<file path="src/rtl/vlane_pkg.sv">
package vlane_pkg;
  localparam int LANES   = 8;
  localparam int LANE_W  = 16;
  localparam int ACC_W   = 48;
  localparam int SEL_W   = 4;
  localparam int IDX_W   = $clog2(LANES);
  localparam int VEC_W   = LANES * LANE_W;
  localparam int ACCV_W  = LANES * ACC_W;

  typedef enum logic [1:0] {
    SAT_NONE = 2'd0,
    SAT_NEG  = 2'd1,
    SAT_POS  = 2'd2
  } sat_kind_e;
endpackage

</file>
<file path="src/rtl/vlane_src_map.sv">
module vlane_src_map #(
  parameter int LANES = vlane_pkg::LANES,
  parameter int SEL_W = vlane_pkg::SEL_W,
  localparam int IDX_W = $clog2(LANES)
) (
  input  logic [SEL_W-1:0]       elem_sel,
  output logic [LANES*IDX_W-1:0] src_idx
);
  for (genvar g = 0; g < LANES; g++) begin : g_lane
    localparam logic [IDX_W-1:0] LI = IDX_W'(g);
    logic [IDX_W-1:0] pick;
    always_comb begin
      if (elem_sel[SEL_W-1]) begin
        pick = elem_sel[IDX_W-1:0];
      end else if (elem_sel[SEL_W-2]) begin
        pick = {LI[IDX_W-1], elem_sel[IDX_W-2:0]};
      end else if (elem_sel[SEL_W-3]) begin
        pick = {LI[IDX_W-1:1], elem_sel[0]};
      end else begin
        pick = LI;
      end
    end
    assign src_idx[g*IDX_W +: IDX_W] = pick;
  end
endmodule

</file>
<file path="src/rtl/vlane_xbar.sv">
module vlane_xbar #(
  parameter int LANES  = vlane_pkg::LANES,
  parameter int LANE_W = vlane_pkg::LANE_W,
  localparam int IDX_W = $clog2(LANES),
  localparam int VEC_W = LANES * LANE_W
) (
  input  logic [VEC_W-1:0]       vec_in,
  input  logic [LANES*IDX_W-1:0] src_idx,
  output logic [VEC_W-1:0]       vec_out
);
  logic [LANE_W-1:0] lanes [LANES];

  for (genvar s = 0; s < LANES; s++) begin : g_unpack
    assign lanes[s] = vec_in[s*LANE_W +: LANE_W];
  end

  for (genvar g = 0; g < LANES; g++) begin : g_dst
    assign vec_out[g*LANE_W +: LANE_W] = lanes[src_idx[g*IDX_W +: IDX_W]];
  end
endmodule

</file>
<file path="src/rtl/vlane_sat.sv">
module vlane_sat
  import vlane_pkg::*;
#(
  parameter int LANE_W = vlane_pkg::LANE_W,
  parameter int ACC_W  = vlane_pkg::ACC_W
) (
  input  logic [ACC_W-1:0]  acc_lane,
  input  logic              slice_mid,
  input  logic [LANE_W-1:0] clamp_neg,
  input  logic [LANE_W-1:0] clamp_pos,
  output logic [LANE_W-1:0] lane_out
);
  logic [LANE_W-1:0] hi, mid, lo;
  sat_kind_e         kind;

  assign hi  = acc_lane[3*LANE_W-1:2*LANE_W];
  assign mid = acc_lane[2*LANE_W-1:LANE_W];
  assign lo  = acc_lane[LANE_W-1:0];

  always_comb begin
    kind = SAT_NONE;
    if (hi[LANE_W-1]) begin
      if (hi != '1 || !mid[LANE_W-1]) kind = SAT_NEG;
    end else begin
      if (hi != '0 || mid[LANE_W-1]) kind = SAT_POS;
    end
  end

  always_comb begin
    unique case (kind)
      SAT_NEG: lane_out = clamp_neg;
      SAT_POS: lane_out = clamp_pos;
      default: lane_out = slice_mid ? mid : lo;
    endcase
  end
endmodule

</file>
<file path="src/rtl/vlane_shuffle_clamp.sv">
module vlane_shuffle_clamp #(
  parameter int LANES  = vlane_pkg::LANES,
  parameter int LANE_W = vlane_pkg::LANE_W,
  parameter int ACC_W  = vlane_pkg::ACC_W,
  parameter int SEL_W  = vlane_pkg::SEL_W,
  localparam int IDX_W  = $clog2(LANES),
  localparam int VEC_W  = LANES * LANE_W,
  localparam int ACCV_W = LANES * ACC_W
) (
  input  logic              clk,
  input  logic              rst,
  input  logic              in_valid,
  input  logic [VEC_W-1:0]  opnd_b,
  input  logic [SEL_W-1:0]  elem_sel,
  input  logic [ACCV_W-1:0] acc,
  input  logic              slice_mid,
  input  logic [LANE_W-1:0] clamp_neg,
  input  logic [LANE_W-1:0] clamp_pos,
  output logic [VEC_W-1:0]  shuf_q,
  output logic [VEC_W-1:0]  res_q,
  output logic              out_valid
);
  logic [LANES*IDX_W-1:0] src_idx;
  logic [VEC_W-1:0]       shuf_d;
  logic [VEC_W-1:0]       res_d;

  vlane_src_map #(.LANES(LANES), .SEL_W(SEL_W)) u_map (
    .elem_sel (elem_sel),
    .src_idx  (src_idx)
  );

  vlane_xbar #(.LANES(LANES), .LANE_W(LANE_W)) u_xbar (
    .vec_in  (opnd_b),
    .src_idx (src_idx),
    .vec_out (shuf_d)
  );

  for (genvar g = 0; g < LANES; g++) begin : g_sat
    vlane_sat #(.LANE_W(LANE_W), .ACC_W(ACC_W)) u_sat (
      .acc_lane  (acc[g*ACC_W +: ACC_W]),
      .slice_mid (slice_mid),
      .clamp_neg (clamp_neg),
      .clamp_pos (clamp_pos),
      .lane_out  (res_d[g*LANE_W +: LANE_W])
    );
  end

  always_ff @(posedge clk) begin
    if (rst) begin
      shuf_q    <= '0;
      res_q     <= '0;
      out_valid <= 1'b0;
    end else begin
      out_valid <= in_valid;
      if (in_valid) begin
        shuf_q <= shuf_d;
        res_q  <= res_d;
      end
    end
  end
endmodule

</file>
<file path="config.mk">
export PLATFORM = sky130hd
export DESIGN_NAME = vlane_shuffle_clamp
export DESIGN_NICKNAME = d
export VERILOG_FILES = /design/src/rtl/vlane_pkg.sv /design/src/rtl/vlane_src_map.sv /design/src/rtl/vlane_xbar.sv /design/src/rtl/vlane_sat.sv /design/src/rtl/vlane_shuffle_clamp.sv
export SDC_FILE = /design/constraint.sdc
export NUM_CORES = 1
export LEC_CHECK = 0
export BUFFER_PORTS_ARGS = -buffer_cell sky130_fd_sc_hd__buf_2
export CORE_AREA = 2 2 312 314
export DETAILED_ROUTE_END_ITERATION = 8
export DIE_AREA = 0 0 314 316
export SLEW_MARGIN = 40
export SYNTH_ARGS = -nofsm -noshare
export SYNTH_HDL_FRONTEND = slang
export SYNTH_SLANG_ARGS = --single-unit
</file>
<file path="constraint.sdc">
create_clock -name clk -period 1.8 [get_ports clk]
set_input_delay 0.18 -clock clk [delete_from_list [all_inputs] [get_ports clk]]
set_output_delay 0.18 -clock clk [all_outputs]
set_load 0.1 [all_outputs]
</file>
==> PnR_summary.wiki, run 1 <==
{| class="wikitable"
! Metric !! Value
|-
| Maximum fanout along the worst path || 2
|-
| Initial Utilization || 17.38%
|-
| Critical path data required time || 1620 ps
|-
| Total Neg Setup Slack || 0 ps
|-
| Clock root cell || sky130_fd_sc_hd__clkbuf_16
|-
| Average wire length per cell after detail routing || 27.06 um
|-
| Number of antenna violations at the first check in global routing || 22
|-
| Number of buffers added for setup after CTS || 0
|-
| Critical Path, Cell by Cell || buf_2
|-
| Startpoint of the worst register-to-register path || shuf_q[53]
|-
| Worst Hold Path EP || shuf_q[125]
|-
| Synthesized net count || 2550
|-
| Detail Placement HPWL || 91110 um
|-
| Outcome || complete, no violations
|-
| Drt total wl || 114600 um
|-
| Main synth FF type || sky130_fd_sc_hd__dfxtp_1
|-
| Leading cell type in the layout, fill and taps excluded || sky130_fd_sc_hd__buf_2
|-
| Count of mapped cells out of synthesis || 1998
|-
| Post-synth EDFFs || 0
|-
| Aggregate global-route resource usage || 21.84%
|-
| Total core area || 95990 um^2
|-
| Routed vias || 21.85k
|-
| Cell type with the largest total area after synthesis || sky130_fd_sc_hd__dfxtp_1
|-
| Wire length of the first global-routing pass || 156500 um
|-
| Average cell area after synthesis || 8.350 um^2
|-
| Leading cell types by total area after synthesis || sky130_fd_sc_hd__dfxtp_1 31%, sky130_fd_sc_hd__mux2i_1 11%, sky130_fd_sc_hd__a221oi_1 6.7%
|-
| Kind of critical path || register to output pin
|-
| Transition time at the pin with the least slew margin || 865.6 ps
|-
| Highest achievable clock rate || 593.0 MHz
|-
| Sequential share of the synthesized area || 30.84%
|-
| Maximum number of pins on one net before global-route repair || 117
|-
| Distinct cell type count of the synthesized netlist || 55
|-
| Iteration count of the initial detailed-routing pass || 6
|-
| Final critical-path required period || 1686 ps
|-
| Period utilization || 93.68%
|-
| Via density per instance || 5.159
|-
| Number of buffers created by CTS || 37
|-
| Setup repair after global routing missed its margin || no
|-
| Grt ovf || 0
|-
| Kind of cell adding the most delay to the critical path || buffers and inverters
|-
| Clock-pin slew of the registers on the worst-case setup and hold paths || 60 ps
|-
| FF-to-FF End || shuf_q[53]
|-
| Ports || 809
|-
| Path depth of the worst reg2reg path || 2
|-
| Width of the chip || 314 um
|-
| R2R setup slack || 930 ps
|-
| Slowest cell on the critical path || sky130_fd_sc_hd__buf_2
|-
| Number of routed nets with antenna violations || 0
|-
| Insertion delay to the later sink of the worst-skew pair || 550 ps
|-
| Power density cells || 883.0 nW/um^2
|-
| CTS tree || yes
|-
| Synthesized flop and latch total || 257
|-
| Count of buffer and inverter cells on the critical path || 1
|-
| Share of layout cells above drive strength 1 || 42.55%
|-
| Total area of sequential cells || 5145 um^2
|-
| Final Hold Slack || 47.23 ps
|-
| Delay of the slowest critical-path stage || 490 ps
|-
| DRC violation count after routing || 0
|-
| Layout overhead on the synthesized area || 54.55%
|-
| Worst max-slew margin expressed relative to the limit || 41.80%
|-
| Hold Fails Final Rpt || 0
|-
| Worst-case vdd ir drop || 0.0005275 V
|-
| Die outline area || 99220 um^2
|-
| Core Rows || 114
|-
| Critical Path End Type || output pin
|-
| H-tree levels || 2
|-
| Number of synthesis warnings || 0
|-
| Start point of the worst min-delay path || opnd_b[125]
|-
| Drt initial violations || 2183
|-
| Clk buf depth || 3
|-
| Number of max-cap violations || 0
|-
| Leakage dissipation || 11.20 nW
|-
| Total Nets Final || 3474
|-
| Count of port buffers added during placement || 808
|-
| Setup crit start kind || register
|-
| Crit path DAT || 1510 ps
|-
| Most frequent cells in the layout || 802 x sky130_fd_sc_hd__buf_2, 285 x sky130_fd_sc_hd__buf_4, 257 x sky130_fd_sc_hd__dfxtp_1
|-
| Total number of clock tree sinks || 257
|-
| Setup violations, final || 0
|-
| Share of synthesized registers carrying an async set or reset || 0%
|-
| Post-synth design cell area || 16680 um^2
|-
| Worst Skew || 0 ps
|-
| Max-slew violations || 0
|-
| Area used by multi-input combinational logic || 10470 um^2
|-
| Fill cell total of the finished layout || 10.50k
|-
| Final GP Congestion || 0.9794
|-
| Share of the synthesized area in the top cell type || 30.84%
|-
| Vertical die dimension || 316 um
|-
| Number of global-route vias before repair || 20.91k
|-
| Worst min-delay path category || primary input to register
|-
| Worst hold stages || 3
|}
-- cells by family after synthesis --
group           after synthesis  share of synthesized area, %
flops                       257                         30.84
mux                         223                         13.73
simple gates                548                         16.99
compound gates              677                         31.33
buf+inv                     293                         7.117
-- how the worst max path moves through the flow --
stage	start	end	slack, ps	cells past startpoint
6_report	shuf_q[15]	shuf_q[15]	110	1
5_1_grt	res_q[112]	res_q[112]	90	1
4_1_cts	shuf_q[15]	shuf_q[15]	90	1
3_5_place_dp	elem_sel[3]	shuf_q[83]	-450	8
3_3_place_gp	elem_sel[3]	shuf_q[67]	-420	8
2_1_floorplan	elem_sel[2]	shuf_q[4]	180	6
-- synth_stat cells, drive strengths merged, types with 30 or more instances --
cell type	instances
dfxtp	257
nor2	196
clkbuf	176
mux2i	176
or3	170
a211oi	130
a221oi	128
buf	83
a311oi	65
a21oi	62
o32ai	56
mux2	47
nand2	41
nand3	36
nand4	34
o21ai	34
inv	33
nor4	33
o211ai	32
o311ai	30
-- layout make-up --
| class | instances | area share, % |
|---|---|---|
| Antenna cell | 13 | 0.1262 |
| Tap cell | 1276 | 6.192 |
| Timing Repair Buffer | 1144 | 28.11 |
| Sequential cell | 257 | 19.95 |
| Clock inverter | 10 | 0.3300 |
| Clock buffer | 54 | 4.159 |
| Multi-Input combinational cell | 1448 | 40.62 |
| Inverter | 34 | 0.5144 |
-- layer usage --
layer / GRT usage [%] / up-vias / wire, um
li1: - / 9795 / -
met1: 25.61 / 10500 / 44030
met2: 37.57 / 1275 / 54770
met3: 3.660 / 273 / 8161
met4: 12.64 / 8 / 7593
met5: 0 / - / 57
-- metrics by stage --
step | util [%] | setup WS [ps] | area, um^2 | total power [W] | instances
after global placement | 25.59 | -423.8 | 24560 | 0.01556 | 4156
final | 26.86 | 113.7 | 25780 | 0.02277 | 4236
after CTS | 26.83 | 94.45 | 25750 | 0.02286 | 4223
after floorplan | - | 182.1 | 16680 | 0.01213 | 1998
after detailed placement | 25.59 | -451.7 | 24560 | 0.01559 | 4156
after global routing | 26.85 | 88.03 | 25770 | 0.02350 | 4231
-- what timing repair did --
item,4_1_cts,5_1_grt
endpoints found under the hold margin,5,0
hold buffers,3,0
resized for setup,0,0
-- flip-flops by register name (all words and copies together), names as in the netlist --
| register | flops |
|---|---|
| out_valid | 1 |
| res_q | 128 |
| shuf_q | 128 |
-- where the power goes --
part           total (W)  internal, W  switching [W]
Sequential       0.00649      0.00617       0.000320
Clock            0.00724      0.00427        0.00298
Combinational    0.00904      0.00248        0.00656
Note: power is estimated with default switching activity, not from simulation.
==> inputs of run 2 (changes only) <==
--- a/config.mk
+++ b/config.mk
@@ -5,10 +5,11 @@
 export SDC_FILE = /design/constraint.sdc
 export NUM_CORES = 1
 export LEC_CHECK = 0
+export ABC_AREA = 1
 export BUFFER_PORTS_ARGS = -buffer_cell sky130_fd_sc_hd__buf_2
-export CORE_AREA = 2 2 312 314
+export CORE_AREA = 2 2 313 315
 export DETAILED_ROUTE_END_ITERATION = 8
-export DIE_AREA = 0 0 314 316
+export DIE_AREA = 0 0 315 317
 export SLEW_MARGIN = 40
 export SYNTH_ARGS = -nofsm -noshare
 export SYNTH_HDL_FRONTEND = slang
==> PnR_summary.wiki, run 2 <==
{| class="wikitable"
! Metric !! Value
|-
| Outcome || complete, no violations (unchanged)
|-
| Detail Placement HPWL || 97330 um (was 91110 um)
|-
| Number of global-route vias before repair || 22.92k (was 20.91k)
|-
| Core Rows || 114 (unchanged)
|-
| Insertion delay to the later sink of the worst-skew pair || 580 ps (was 550 ps)
|-
| Worst max-slew margin expressed relative to the limit || 52.71% (was 41.80%)
|-
| Clock root cell || sky130_fd_sc_hd__clkbuf_16 (unchanged)
|-
| Aggregate global-route resource usage || 23.44% (was 21.84%)
|-
| Power density cells || 876.9 nW/um^2 (was 883.0 nW/um^2)
|-
| Setup violations, final || 0 (unchanged)
|-
| Share of the synthesized area in the top cell type || 28.83% (was 30.84%)
|-
| Uppermost layer routed || met5 (unchanged)
|-
| Share of synthesized registers carrying an async set or reset || 0% (unchanged)
|-
| Total Neg Setup Slack || 0 ps (unchanged)
|-
| Maximum number of pins on one net before global-route repair || 82 (was 117)
|-
| Count of port buffers added during placement || 808 (unchanged)
|-
| Number of buffers created by CTS || 37 (unchanged)
|-
| Count of mapped cells out of synthesis || 2902 (was 1998)
|-
| Leading cell type in the layout, fill and taps excluded || sky130_fd_sc_hd__nand3_1 (was sky130_fd_sc_hd__buf_2)
|-
| Critical path data required time || 1620 ps (about the same)
|-
| Layout Cell Area excl Fill || 26440 um^2 (was 25780 um^2)
|-
| Grt ovf || 0 (unchanged)
|-
| Share of layout cells above drive strength 1 || 28.18% (was 42.55%)
|-
| Post-synth EDFFs || 0 (unchanged)
|-
| Setup crit start kind || register (unchanged)
|-
| Wire length of the first global-routing pass || 167300 um (was 156500 um)
|-
| Total core area || 96280 um^2 (was 95990 um^2)
|-
| Leakage dissipation || 13.28 nW (was 11.20 nW)
|-
| Number of synthesis warnings || 0 (unchanged)
|-
| Total number of clock tree sinks || 257 (unchanged)
|-
| Synthesized net count || 3454 (was 2550)
|-
| Maximum fanout along the worst path || 2 (unchanged)
|-
| Number of max-cap violations || 0 (unchanged)
|-
| Clock-pin slew of the registers on the worst-case setup and hold paths || 60 ps (about the same)
|-
| Ports || 809 (unchanged)
|-
| Leading post-synthesis cells by instance count || 988 x sky130_fd_sc_hd__nand3_1, 457 x sky130_fd_sc_hd__nor2_1, 321 x sky130_fd_sc_hd__nand2_1, 257 x sky130_fd_sc_hd__dfxtp_1, 166 x sky130_fd_sc_hd__inv_1 (was 257 x sky130_fd_sc_hd__dfxtp_1, 196 x sky130_fd_sc_hd__nor2_1, 176 x sky130_fd_sc_hd__clkbuf_1, 176 x sky130_fd_sc_hd__mux2i_1, 170 x sky130_fd_sc_hd__or3_1)
|-
| H-tree levels || 2 (unchanged)
|-
| Kind of critical path || register to output pin (unchanged)
|-
| Layout overhead on the synthesized area || 48.17% (was 54.55%)
|-
| Worst Skew || 0 ps (unchanged)
|-
| Count of buffer and inverter cells on the critical path || 1 (unchanged)
|-
| Cell type with the largest total area after synthesis || sky130_fd_sc_hd__dfxtp_1 (unchanged)
|-
| Transition time at the pin with the least slew margin || 709.3 ps (was 865.6 ps)
|-
| Main synth FF type || sky130_fd_sc_hd__dfxtp_1 (unchanged)
|-
| Most numerous cell in the Yosys netlist || sky130_fd_sc_hd__nand3_1 (was sky130_fd_sc_hd__dfxtp_1)
|-
| Number of buffers added for setup after CTS || 0 (unchanged)
|-
| Worst min-delay path category || primary input to register (unchanged)
|-
| Average cell area after synthesis || 6.150 um^2 (was 8.350 um^2)
|-
| Drt total wl || 124300 um (was 114600 um)
|-
| Crit path DAT || 1580 ps (was 1510 ps)
|-
| Distinct cell type count of the synthesized netlist || 23 (was 55)
|-
| Final critical-path required period || 1763 ps (was 1686 ps)
|-
| Vertical die dimension || 317 um (was 316 um)
|-
| Kind of cell adding the most delay to the critical path || buffers and inverters (unchanged)
|-
| Clk buf depth || 3 (unchanged)
|-
| Final GP Congestion || 0.9712 (was 0.9794)
|-
| Width of the chip || 315 um (was 314 um)
|-
| Average wire length per cell after detail routing || 24.45 um (was 27.06 um)
|-
| Initial Utilization || 18.54% (was 17.38%)
|-
| Critical Path End Type || output pin (unchanged)
|-
| Die outline area || 99860 um^2 (was 99220 um^2)
|-
| Highest achievable clock rate || 567.1 MHz (was 593.0 MHz)
|-
| Post-synth design cell area || 17850 um^2 (was 16680 um^2)
|-
| Iteration count of the initial detailed-routing pass || 7 (was 6)
|-
| Delay of the slowest critical-path stage || 500 ps (was 490 ps)
|-
| Routed vias || 25.14k (was 21.85k)
|-
| Fill cell total of the finished layout || 10.80k (was 10.50k)
|-
| Max-slew violations || 0 (unchanged)
|-
| Slowest cell on the critical path || sky130_fd_sc_hd__buf_2 (unchanged)
|-
| Met3 Routed Length || 12520 um (was 8161 um)
|-
| Routed length on met1 || 46490 um (was 44030 um)
|-
| Number of antenna violations at the first check in global routing || 29 (was 22)
|-
| Via density per instance || 4.946 (was 5.159)
|-
| DRC violation count after routing || 0 (unchanged)
|-
| Synthesized flop and latch total || 257 (unchanged)
|-
| Number of routed nets with antenna violations || 0 (unchanged)
|-
| Drt initial violations || 3219 (was 2183)
|-
| Standard cell area after detailed placement || 24060 um^2 (was 24560 um^2)
|-
| Period utilization || 97.97% (was 93.68%)
|-
| Leading cell types by total area after synthesis || sky130_fd_sc_hd__dfxtp_1 29%, sky130_fd_sc_hd__nand3_1 28%, sky130_fd_sc_hd__nor2_1 9.6% (was sky130_fd_sc_hd__dfxtp_1 31%, sky130_fd_sc_hd__mux2i_1 11%, sky130_fd_sc_hd__a221oi_1 6.7%)
|-
| Worst-case vdd ir drop || 0.0007399 V (was 0.0005275 V)
|-
| Regs by FF count || res_q: 128 flops, shuf_q: 128 flops, out_valid: 1 flops (unchanged)
|-
| Total Nets Final || 4316 (was 3474)
|-
| Critical Path, Cell by Cell || buf_2 (unchanged)
|-
| CTS tree || yes (unchanged)
|-
| Metal2 WL || 56470 um (was 54770 um)
|-
| Most frequent cells in the layout || 987 x sky130_fd_sc_hd__nand3_1, 801 x sky130_fd_sc_hd__buf_2, 457 x sky130_fd_sc_hd__nor2_1 (was 802 x sky130_fd_sc_hd__buf_2, 285 x sky130_fd_sc_hd__buf_4, 257 x sky130_fd_sc_hd__dfxtp_1)
|-
| Hold Fails Final Rpt || 0 (unchanged)
|-
| Sequential share of the synthesized area || 28.83% (was 30.84%)
|}
[run 2: changes by cell type in the layout (fill, tap and decap cells not counted), sizes merged, moves of 104 or more]
cell	previous run	this run
buf	1140	966
a211oi	130	0
inv	36	170
or3	170	0
nor2	196	461
nand3	36	1016
a221oi	128	0
nand2	41	324
dlygate4sd3	3	107
[run 2: area by class of cell]
class | instances | area [um^2] | share of cell area, %
Inverter | 177 | 668.1 | 2.527
Clock buffer | 53 | 1087 | 4.112
Multi-Input combinational cell | 2217 | 10950 | 41.41
Clock inverter | 12 | 176.4 | 0.6671
Tap cell | 1276 | 1597 | 6.037
Antenna cell | 17 | 42.54 | 0.1609
Sequential cell | 257 | 5145 | 19.46
Timing Repair Buffer | 1074 | 6779 | 25.64
[run 2: worst paths after layout]
kind | to | slack [ps] | from | depth (start not counted)
worst max-delay path | res_q[56] | 40 | res_q[56] | 1
worst min-delay path | res_q[24] | 40 | acc[56] | 5
worst max register to register | shuf_q[45] | 990 | shuf_q[45] | 2
worst min register to register | shuf_q[107] | 460 | shuf_q[107] | 2
[run 2: tightest hold or removal path, stage by stage]
cell and delay (ps):
sky130_fd_sc_hd__buf_2 70, sky130_fd_sc_hd__mux2i_1 70, sky130_fd_sc_hd__nor2_1 100, sky130_fd_sc_hd__nor2_1 80, sky130_fd_sc_hd__nor2_1 80
[run 2: per-layer routing]
metal,vias to the layer above,track usage (%)
met1,11650,27.55
met3,313,6.143
met4,16,14.78
met5,-,0
met2,1580,37.98
li1,11580,-
[run 2: power by group]
group	internal [W]	switching [W]
logic	0.00222	0.00671
clock network	0.00466	0.00314
registers	0.00615	0.000309
[run 2: logic make-up (layout without fill, tap and decap cells)]
group / Yosys count / count (layout) / share of synthesized area (%)
and+or+nand+nor: 1833 / 1833 / 46.92
buffers and inverters: 428 / 1316 / 9.892
DFF: 257 / 257 / 28.83
AOI/OAI and AO/OA: 256 / 256 / 7.179
muxes: 128 / 128 / 7.179
other: 0 / 17 / 0
[run 2: metrics by stage]
stage	instances	power [W]	setup WS [ps]	utilization, %	hold slack, ps
global placement	4894	0.01518	-493.6	24.98	450.5
finish	5083	0.02319	36.51	27.47	40.40
CTS	5066	0.02331	18.90	27.41	0.2227
detailed placement	4894	0.01519	-483.4	24.99	453.2
global route	5079	0.02400	-34.72	27.46	43.36
floorplan	2902	0.01222	476.8	-	454.2
[run 2: repair_timing]
action                                 in CTS  in global routing
setup endpoints to repair                   1                 16
gates resized for setup                     1                  2
endpoints found under the hold margin      76                  0
pin swaps                                   0                  1
hold buffers                              107                  0
cloned                                      0                  0
==> inputs of run 3 (changes only) <==
--- a/config.mk
+++ b/config.mk
@@ -10,6 +10,7 @@
 export CORE_AREA = 2 2 313 315
 export DETAILED_ROUTE_END_ITERATION = 8
 export DIE_AREA = 0 0 315 317
+export PLACE_DENSITY = 0.49
 export SLEW_MARGIN = 40
 export SYNTH_ARGS = -nofsm -noshare
 export SYNTH_HDL_FRONTEND = slang
==> PnR_summary.wiki, run 3 (synthesis results as in run 2) <==
{| class="wikitable"
! Metric !! Value
|-
| Outcome || complete, no violations (unchanged)
|-
| Wire length of the first global-routing pass || 160600 um (was 167300 um)
|-
| Clk buf depth || 3 (unchanged)
|-
| Number of antenna violations at the first check in global routing || 10 (was 29)
|-
| Drt initial violations || 2487 (was 3219)
|-
| Via density per instance || 4.833 (was 4.946)
|-
| Highest achievable clock rate || 579.6 MHz (was 567.1 MHz)
|-
| Critical path data required time || 1620 ps (about the same)
|-
| Routed vias || 24.29k (was 25.14k)
|-
| Critical Path, Cell by Cell || buf_2 (unchanged)
|-
| Layout overhead on the synthesized area || 45.25% (was 48.17%)
|-
| PnR worst setup slack || 74.70 ps (was 36.51 ps)
|-
| Transition time at the pin with the least slew margin || 664.2 ps (was 709.3 ps)
|-
| Hold Fails Final Rpt || 0 (unchanged)
|-
| Insertion delay to the later sink of the worst-skew pair || 550 ps (was 580 ps)
|-
| Vertical die dimension || 317 um (unchanged)
|-
| Detail Placement HPWL || 91640 um (was 97330 um)
|-
| Worst-case vdd ir drop || 0.0006595 V (was 0.0007399 V)
|-
| Slowest cell on the critical path || sky130_fd_sc_hd__buf_2 (unchanged)
|-
| Die outline area || 99860 um^2 (unchanged)
|-
| Iteration count of the initial detailed-routing pass || 7 (unchanged)
|-
| Final critical-path required period || 1725 ps (was 1763 ps)
|-
| Drt total wl || 117700 um (was 124300 um)
|-
| Total number of clock tree sinks || 257 (unchanged)
|-
| Grt ovf || 0 (unchanged)
|-
| Maximum fanout along the worst path || 2 (unchanged)
|-
| Count of buffer and inverter cells on the critical path || 1 (unchanged)
|-
| Final Hold Slack || 29.31 ps (was 40.40 ps)
|-
| Net switching component of the power || 0.01004 W (was 0.01015 W)
|-
| Sequential fraction of design power || 28.0% (was 27.8%)
|-
| Number of buffers created by CTS || 37 (unchanged)
|-
| Aggregate global-route resource usage || 22.24% (was 23.44%)
|-
| Regs by FF count || res_q: 128 flops, shuf_q: 128 flops, out_valid: 1 flops (unchanged)
|-
| Setup violations, final || 0 (unchanged)
|-
| Share of layout cells above drive strength 1 || 28.95% (was 28.18%)
|-
| Net switching share of the total power || 43.67% (was 43.79%)
|-
| Critical Path End Type || output pin (unchanged)
|-
| Width of the chip || 315 um (unchanged)
|-
| Number of global-route vias before repair || 22.58k (was 22.92k)
|-
| Final GP Congestion || 0.9036 (was 0.9712)
|-
| CTS tree || yes (unchanged)
|-
| Worst Skew || 0 ps (unchanged)
|-
| Startpoint of the worst register-to-register path || shuf_q[33] (was shuf_q[45])
|-
| Max-slew violations || 0 (unchanged)
|-
| Delay of the slowest critical-path stage || 510 ps (was 500 ps)
|-
| Crit path DAT || 1550 ps (was 1580 ps)
|-
| Setup repair after global routing missed its margin || no
|-
| Inst Count DP || 4911 (was 4894)
|-
| Kind of critical path || register to output pin (unchanged)
|-
| Average wire length per cell after detail routing || 23.42 um (was 24.45 um)
|-
| Initial Utilization || 18.54% (unchanged)
|-
| Power density cells || 887.0 nW/um^2 (was 876.9 nW/um^2)
|-
| DRC violation count after routing || 0 (unchanged)
|-
| Start point of the worst min-delay path || acc[124] (was acc[56])
|-
| Post-placement worst setup slack || -5.601 ps (was -483.4 ps)
|-
| Number of buffers added for setup after CTS || 0 (unchanged)
|-
| Worst max-slew margin expressed relative to the limit || 56.03% (was 52.71%)
|-
| Ports || 809 (unchanged)
|-
| H-tree levels || 2 (unchanged)
|-
| Core Rows || 114 (unchanged)
|-
| Period utilization || 95.85% (was 97.97%)
|-
| Clock power frac || 33.9% (was 33.6%)
|-
| Power Total || 0.02299 W (was 0.02319 W)
|-
| Total Nets Final || 4275 (was 4316)
|-
| Maximum number of pins on one net before global-route repair || 113 (was 82)
|-
| Kind of cell adding the most delay to the critical path || buffers and inverters (unchanged)
|-
| Leakage dissipation || 13.11 nW (was 13.28 nW)
|-
| Leading cell type in the layout, fill and taps excluded || sky130_fd_sc_hd__nand3_1 (unchanged)
|-
| Internal Pwr Total || 0.01295 W (was 0.01304 W)
|-
| Clock-pin slew of the registers on the worst-case setup and hold paths || 60 ps (about the same)
|-
| Clock root cell || sky130_fd_sc_hd__clkbuf_16 (unchanged)
|-
| Total core area || 96280 um^2 (unchanged)
|-
| Combinational Power Share || 38.1% (was 38.5%)
|-
| Worst min-delay path category || primary input to register (unchanged)
|-
| Number of max-cap violations || 0 (unchanged)
|-
| Count of port buffers added during placement || 808 (unchanged)
|-
| Critical path origin || shuf_q[17] (was res_q[56])
|-
| Most frequent cells in the layout || 988 x sky130_fd_sc_hd__nand3_1, 804 x sky130_fd_sc_hd__buf_2, 457 x sky130_fd_sc_hd__nor2_1 (was 987 x sky130_fd_sc_hd__nand3_1, 801 x sky130_fd_sc_hd__buf_2, 457 x sky130_fd_sc_hd__nor2_1)
|-
| Filler-free cell count of the finished design || 5026 (was 5083)
|-
| Number of routed nets with antenna violations || 0 (unchanged)
|-
| Setup crit start kind || register (unchanged)
|}
==> run 3: cell types whose count changed in the layout (fill, tap and decap cells not counted), moves of 2 or more <==
cell and delta:
sky130_fd_sc_hd__buf_4 +17, sky130_fd_sc_hd__clkbuf_1 -2, sky130_fd_sc_hd__nor2_2 -2, sky130_fd_sc_hd__buf_2 +3
sky130_fd_sc_hd__diode_2 -15, sky130_fd_sc_hd__clkinv_2 +2, sky130_fd_sc_hd__dlygate4sd3_1 -58, sky130_fd_sc_hd__nor2_4 +2
sky130_fd_sc_hd__clkinv_4 -3, sky130_fd_sc_hd__clkinvlp_4 +2, sky130_fd_sc_hd__buf_6 -2
==> run 3: path summary, 6_finish.rpt <==
path | to | slack [ps] | cells past startpoint
setup / recovery | shuf_q[17] | 70 | 1
hold / removal | res_q[44] | 30 | 5
setup reg to reg | shuf_q[33] | 940 | 2
hold reg to reg | shuf_q[81] | 460 | 2
==> run 3: layout make-up <==
cell class	count	area (um^2)
fillers	11000	70360
multi-input cells	2217	10950
repair buffers	1033	6305
flip-flops and latches	257	5145
well taps	1276	1597
clock buffers	49	1041
inverters	177	669.4
clock inverters	15	206.4
diodes	2	5.005
==> run 3: power groups by stage <==
| stage | clock [W] | sequential (W) | combinational, W |
|---|---|---|---|
| floorplan | 0 | 0.00972 | 0.00251 |
| CTS | 0.00800 | 0.00643 | 0.00877 |
| global placement | 0 | 0.00655 | 0.00865 |
| finish | 0.00781 | 0.00643 | 0.00876 |
| detailed placement | 0 | 0.00655 | 0.00865 |
| global route | 0.00815 | 0.00647 | 0.00921 |
==> run 3: metrics by stage <==
| step | utilization, % | setup TNS (ps) | area (um^2) |
|---|---|---|---|
| floorplan | - | 0 | 17850 |
| global placement | 25.11 | 0 | 24180 |
| detailed placement | 25.11 | -5.601 | 24180 |
| CTS | 26.92 | 0 | 25920 |
| global route | 26.92 | 0 | 25920 |
| finish | 26.92 | 0 | 25920 |
==> run 3: repair_timing <==
item	CTS	global route
hold endpoints to repair	33	0
setup endpoints to repair	1	0
resized for setup	1	0
hold buffers	49	0
==> run 3: per-layer routing <==
metal	global-route usage (%)	part of all wire, %	vias to the layer above
li1	-	-	11460
met5	0	0.052	-
met2	38.77	49	1293
met3	4.624	8.5	204
met4	10.00	4.6	8
met1	26.17	38	11320
